==> src/rtl/edge_logger_pkg.sv <==
package edge_logger_pkg;
  localparam int unsigned DEF_IN_W    = 7;
  localparam int unsigned DEF_TS_W    = 25;
  localparam int unsigned DEF_WIN_LEN = 31_250_000;
endpackage

==> src/rtl/edge_logger_sync.sv <==
module edge_logger_sync #(
  parameter int unsigned W = 7
) (
  input  logic         clk,
  input  logic         rst,
  input  logic [W-1:0] d_i,
  output logic [W-1:0] q_o
);
  logic [W-1:0] meta_q, stab_q;

  for (genvar i = 0; i < W; i++) begin : g_bit
    always_ff @(posedge clk) begin
      if (rst) begin
        meta_q[i] <= 1'b0;
        stab_q[i] <= 1'b0;
      end else begin
        meta_q[i] <= d_i[i];
        stab_q[i] <= meta_q[i];
      end
    end
  end

  assign q_o = stab_q;
endmodule

==> src/rtl/edge_logger_window.sv <==
module edge_logger_window #(
  parameter int unsigned TS_W    = 25,
  parameter int unsigned WIN_LEN = 31_250_000
) (
  input  logic            clk,
  input  logic            rst,
  input  logic            start_i,
  output logic            active_o,
  output logic            launch_o,
  output logic [TS_W-1:0] ts_o
);
  localparam int unsigned WIN_W = (WIN_LEN > 2) ? $clog2(WIN_LEN) : 1;
  localparam logic [WIN_W-1:0] WIN_LAST = WIN_W'(WIN_LEN - 1);

  logic             active_q, launch_q;
  logic [TS_W-1:0]  ts_q;
  logic [WIN_W-1:0] win_q;

  always_ff @(posedge clk) begin
    if (rst) begin
      active_q <= 1'b0;
      launch_q <= 1'b0;
      ts_q     <= '0;
      win_q    <= '0;
    end else if (!active_q) begin
      launch_q <= start_i;
      if (start_i) begin
        active_q <= 1'b1;
        ts_q     <= '0;
        win_q    <= '0;
      end
    end else begin
      launch_q <= 1'b0;
      ts_q     <= ts_q + 1'b1;
      win_q    <= win_q + 1'b1;
      if (win_q == WIN_LAST) active_q <= 1'b0;
    end
  end

  assign active_o = active_q;
  assign launch_o = launch_q;
  assign ts_o     = ts_q;

  // timestamp advances by one per cycle inside a window
  p_ts_step_r7: assert property (@(posedge clk) disable iff (rst)
    (active_q && $past(active_q)) |-> ts_q == TS_W'($past(ts_q) + 1'b1));
  // a start during a window does not restart the window counter
  p_restart_ignored_r8: assert property (@(posedge clk) disable iff (rst)
    (active_q && $past(active_q)) |-> win_q != '0);
  // window counter stays inside the window length
  p_win_bound_r2: assert property (@(posedge clk) disable iff (rst)
    active_q |-> win_q <= WIN_LAST);
endmodule

==> src/rtl/edge_logger_emit.sv <==
module edge_logger_emit #(
  parameter int unsigned IN_W = 7,
  parameter int unsigned TS_W = 25
) (
  input  logic                 clk,
  input  logic                 rst,
  input  logic                 active_i,
  input  logic                 launch_i,
  input  logic [TS_W-1:0]      ts_i,
  input  logic [IN_W-1:0]      samp_i,
  input  logic                 full_i,
  output logic                 we_o,
  output logic [TS_W+IN_W-1:0] data_o,
  output logic                 ovf_o
);
  logic [IN_W-1:0]      prev_q;
  logic                 we_q, ovf_q, want;
  logic [TS_W+IN_W-1:0] data_q;

  assign want = active_i && (launch_i || (samp_i != prev_q));

  always_ff @(posedge clk) begin
    if (rst) begin
      prev_q <= '0;
      we_q   <= 1'b0;
      ovf_q  <= 1'b0;
      data_q <= '0;
    end else begin
      prev_q <= samp_i;
      we_q   <= want && !full_i;
      if (want && !full_i) data_q <= {ts_i, samp_i};
      if (want && full_i)  ovf_q  <= 1'b1;
    end
  end

  assign we_o   = we_q;
  assign data_o = data_q;
  assign ovf_o  = ovf_q;

  // no write is issued against a full FIFO
  p_no_write_full_r9: assert property (@(posedge clk) disable iff (rst)
    we_q |-> !$past(full_i));
  // overflow flag is sticky
  p_ovf_sticky_r9: assert property (@(posedge clk) disable iff (rst)
    ovf_q |=> ovf_q);
  // writes only come from cycles inside the window
  p_we_in_window_r10: assert property (@(posedge clk) disable iff (rst)
    we_q |-> $past(active_i));
  // the launch cycle always produces a write or an overflow
  p_first_rec_r3: assert property (@(posedge clk) disable iff (rst)
    (launch_i && active_i) |=> (we_q || ovf_q));
endmodule

==> src/rtl/edge_logger.sv <==
module edge_logger
  import edge_logger_pkg::*;
#(
  parameter int unsigned IN_W    = DEF_IN_W,
  parameter int unsigned TS_W    = DEF_TS_W,
  parameter int unsigned WIN_LEN = DEF_WIN_LEN
) (
  input  logic                 clk,
  input  logic                 rst,
  input  logic                 start_i,
  input  logic [IN_W-1:0]      pins_i,
  input  logic                 fifo_full_i,
  output logic                 fifo_we_o,
  output logic [TS_W+IN_W-1:0] fifo_data_o,
  output logic                 active_o,
  output logic                 overflow_o
);
  logic [IN_W-1:0] samp;
  logic            active, launch;
  logic [TS_W-1:0] ts;

  edge_logger_sync #(.W(IN_W)) u_sync (
    .clk(clk), .rst(rst), .d_i(pins_i), .q_o(samp)
  );

  edge_logger_window #(.TS_W(TS_W), .WIN_LEN(WIN_LEN)) u_window (
    .clk(clk), .rst(rst), .start_i(start_i),
    .active_o(active), .launch_o(launch), .ts_o(ts)
  );

  edge_logger_emit #(.IN_W(IN_W), .TS_W(TS_W)) u_emit (
    .clk(clk), .rst(rst), .active_i(active), .launch_i(launch),
    .ts_i(ts), .samp_i(samp), .full_i(fifo_full_i),
    .we_o(fifo_we_o), .data_o(fifo_data_o), .ovf_o(overflow_o)
  );

  assign active_o = active;
endmodule

==> config.mk <==
export PLATFORM = sky130hd
export DESIGN_NAME = edge_logger
export DESIGN_NICKNAME = d
export VERILOG_FILES = /design/src/rtl/edge_logger_pkg.sv /design/src/rtl/edge_logger_sync.sv /design/src/rtl/edge_logger_window.sv /design/src/rtl/edge_logger_emit.sv /design/src/rtl/edge_logger.sv
export SDC_FILE = /design/constraint.sdc
export NUM_CORES = 1
export LEC_CHECK = 0
export ABC_AREA = 0
export CELL_PAD_IN_SITES_DETAIL_PLACEMENT = 0
export CELL_PAD_IN_SITES_GLOBAL_PLACEMENT = 2
export CORE_MARGIN = 2
export CORE_UTILIZATION = 36
export CTS_CLUSTER_DIAMETER = 100
export CTS_CLUSTER_SIZE = 40
export DETAILED_ROUTE_END_ITERATION = 10
export PLACE_DENSITY = 0.76
export SYNTH_ARGS = -nofsm -noshare
export SYNTH_HDL_FRONTEND = slang
export SYNTH_HIERARCHICAL = 1
export SYNTH_SLANG_ARGS = --single-unit
==> constraint.sdc <==
create_clock -name clk -period 2.4 [get_ports clk]
set_input_delay 0.48 -clock clk [delete_from_list [all_inputs] [get_ports clk]]
set_output_delay 0.48 -clock clk [all_outputs]
set_load 0.005 [all_outputs]
==> reports/qor.yml <==
status: "finished, final reports clean"
firstDrtPassIters: 4
p_per_area_nw_per_um2: 631.0
antenna_found_initial: 0
post_cts_buffers: 0
ys_warn_count: 6
fin_crit_ns: 2.060
gp_congestion: 0.7941
drtIter0Drc: 156
grt_pass1_vias: 3189
rsz0062_at_grt: "no"
cts_num_sinks: 107
period_share: 0.8584
fmax_mhz: 485.4
p_seq_frac: 0.509
power.share.clock: 0.434
cts-buffers-inserted: 9
cts_resized: 0
die-area_um2: 13950
synth_top_area_share: 0.4569
grt_first_pass_wirelength_mm: 15.71
worstMarginPinSlew_ns: 0.5699
regArea_um2: 2142
synth_cell_type_count: 46
clock_latency_ns: 0.35
initial_utilization: 0.3700
crit_path_end_kind: "register"
ys_seq_area_frac: 0.4569
ctsHoldBuffers: 0
synthesis.nets: 502
slew_viol_final: 0
clk_pin_slew_ns: 0.07
hold_class: "register to register"
max-vdd-ir-drop_v: 0.0003168
synth-main-ff-cell: "dfxtp_1"
slew_headroom: 0.6201
syn_area_per_cell_um2: 9.587
io_buffers: 45
fin_tns_setup_ns: 0
cts-root-buf: "clkbuf_16"
worstSetupPathType: "register to register"
wl_mm: 9.379
p_int_mw: 2.727
p_leak_nw: 1.918
synth.most_common_cell: "dfxtp_1"
track_usage: 0.1389
ios: 46
synthToLayoutAreaGrowth_pct: 20.10
max_cap_violations: 0
grt-ovfl-total: 0
drive_gt1_frac: 0.1336
grt_max_degree: 44
switchingPower_uw: 825.6
cp_max_fo: 9
cp-start-kind: "register"
pwr-share-comb: 0.056
die_h_um: 118.1
synth_cells: 489
setup_violations: 0
hold_viol: 0
cp.required_ns: 2.69
synth_area_leaders: "dfxtp_1 46%, mux2i_1 7.7%, nand2b_1 6.9%, mux2_2 3.1%, nand2_1 3.0%"
cts_tree: "built"
finalPower_mw: 3.553
remaining_drc_errors: 0
fp.dieW_um: 118.1
synth_edf_count: 0
htreeDepth: 3
ant_nets: 0
place.detailed.hpwl_mm: 6.383
rows: 41
via_per_inst: 4.899
diodes: 0
post_drt_wl_per_cell_um: 13.19
critical_path_arrival_ns: 2.35
p_sw_frac: 0.2324
nets: 547
multiInputGateArea_um2: 2387
yosysTopAreaCell: "dfxtp_1"
ys_ff_latch: 107
async_flop_share: 0
fillCellCount: 1289
cts.path.max_buffers: 2
skew_ns: 0.005268
yosys-top-cells-count: "107 x dfxtp_1, 52 x nand2b_1, 38 x nand2_1, 36 x mux2i_1, 27 x nor2_1"
netlist_area_um2: 4688
vias: 3483
core_um2: 12670
[worst max-delay path, stage by stage, from the launching register on]
cell and delay (ns):
dfxtp_1 0.45, nand4_4 0.18, or4_1 0.73, nor4_1 0.42, mux2i_1 0.21
[through the flow]
| stage | util | worst slack [ns] | cell area [um2] | hold slack (ns) | instances |
|---|---|---|---|---|---|
| 2_1_floorplan | - | 0.5214 | 4688 | 0.4109 | 489 |
| 3_3_place_gp | 0.4200 | 0.4234 | 5321 | 0.4184 | 695 |
| 5_1_grt | 0.4444 | 0.1865 | 5630 | 0.4488 | 711 |
| 4_1_cts | 0.4444 | 0.3158 | 5630 | 0.4406 | 711 |
| 3_5_place_dp | 0.4200 | 0.3442 | 5321 | 0.4207 | 695 |
| 6_report | 0.4444 | 0.3399 | 5630 | 0.4362 | 711 |
[power groups by stage]
stage | registers (mW) | clock network [mW] | logic [mW]
after floorplan | 1.85 | 0 | 0.139
after global placement | 1.85 | 0 | 0.201
after detailed placement | 1.85 | 0 | 0.202
after CTS | 1.81 | 1.61 | 0.202
after global routing | 1.81 | 1.67 | 0.218
final | 1.81 | 1.54 | 0.199
[cells by family (layout without fill, tap and decap cells)]
| group | count (synthesis) | after routing | synth area share |
|---|---|---|---|
| xor+xnor | 18 | 18 | 0.03363 |
| fa+ha+maj | 2 | 2 | 0.005337 |
| compound gates | 38 | 38 | 0.05338 |
| flops | 107 | 107 | 0.4569 |
| simple gates | 246 | 246 | 0.3088 |
| mux | 49 | 49 | 0.1081 |
| buf+inv | 29 | 79 | 0.03390 |
[layer usage]
layer,track usage,share of wire,up-vias
met2,0.2157,0.44,46
met5,0,0,-
li1,-,-,1792
met3,0.03295,0.029,15
met4,0.07003,0.022,0
met1,0.1795,0.51,1630
[layout make-up]
cell class / instances / area share
inverters: 5 / 0.003333
multi-input cells: 353 / 0.4240
clock buffers: 9 / 0.04000
flip-flops and latches: 107 / 0.3804
clock inverters: 7 / 0.01489
well taps: 172 / 0.03822
repair buffers: 58 / 0.09911
[state kept, by name, summed over array words and instances (netlist names)]
signal and cells:
u_window/win_q 25, u_emit/prev_q 7, u_emit/ovf_o 1, u_sync/q_o 7, u_window/launch_o 1, u_window/ts_o 25, u_sync/meta_q 7, u_emit/we_o 1
u_window/active_o 1, u_emit/data_o 32
[placed cells by master, fill, tap and decap left out, types with 10 or more instances in the layout]
cell | Yosys | final
a21oi_1 | 12 | 12
buf_4 | 0 | 13
clkdlybuf4s50_1 | 0 | 44
dfxtp_1 | 107 | 107
mux2_2 | 13 | 13
mux2i_1 | 36 | 36
nand2_1 | 38 | 38
nand2b_1 | 52 | 52
nand3_1 | 14 | 14
nand4_1 | 15 | 15
nor2_1 | 27 | 27
nor2b_1 | 18 | 18
nor2b_2 | 10 | 10
or2_2 | 13 | 13
xor2_1 | 10 | 10
[worst paths after layout]
path                                  start                               to  slack, ns  cells after the start
min reg2reg     u_sync/meta_q[0]$_SDFF_PP0_         u_sync/q_o[0]$_SDFF_PP0_       0.44                      1
max reg2reg  u_window/win_q[4]$_SDFFE_PP0P_  u_window/win_q[21]$_SDFFE_PP0P_       0.34                      4
min             u_sync/meta_q[0]$_SDFF_PP0_         u_sync/q_o[0]$_SDFF_PP0_       0.44                      1
max          u_window/win_q[4]$_SDFFE_PP0P_  u_window/win_q[21]$_SDFFE_PP0P_       0.34                      4
(Power assumes the default switching activity.)
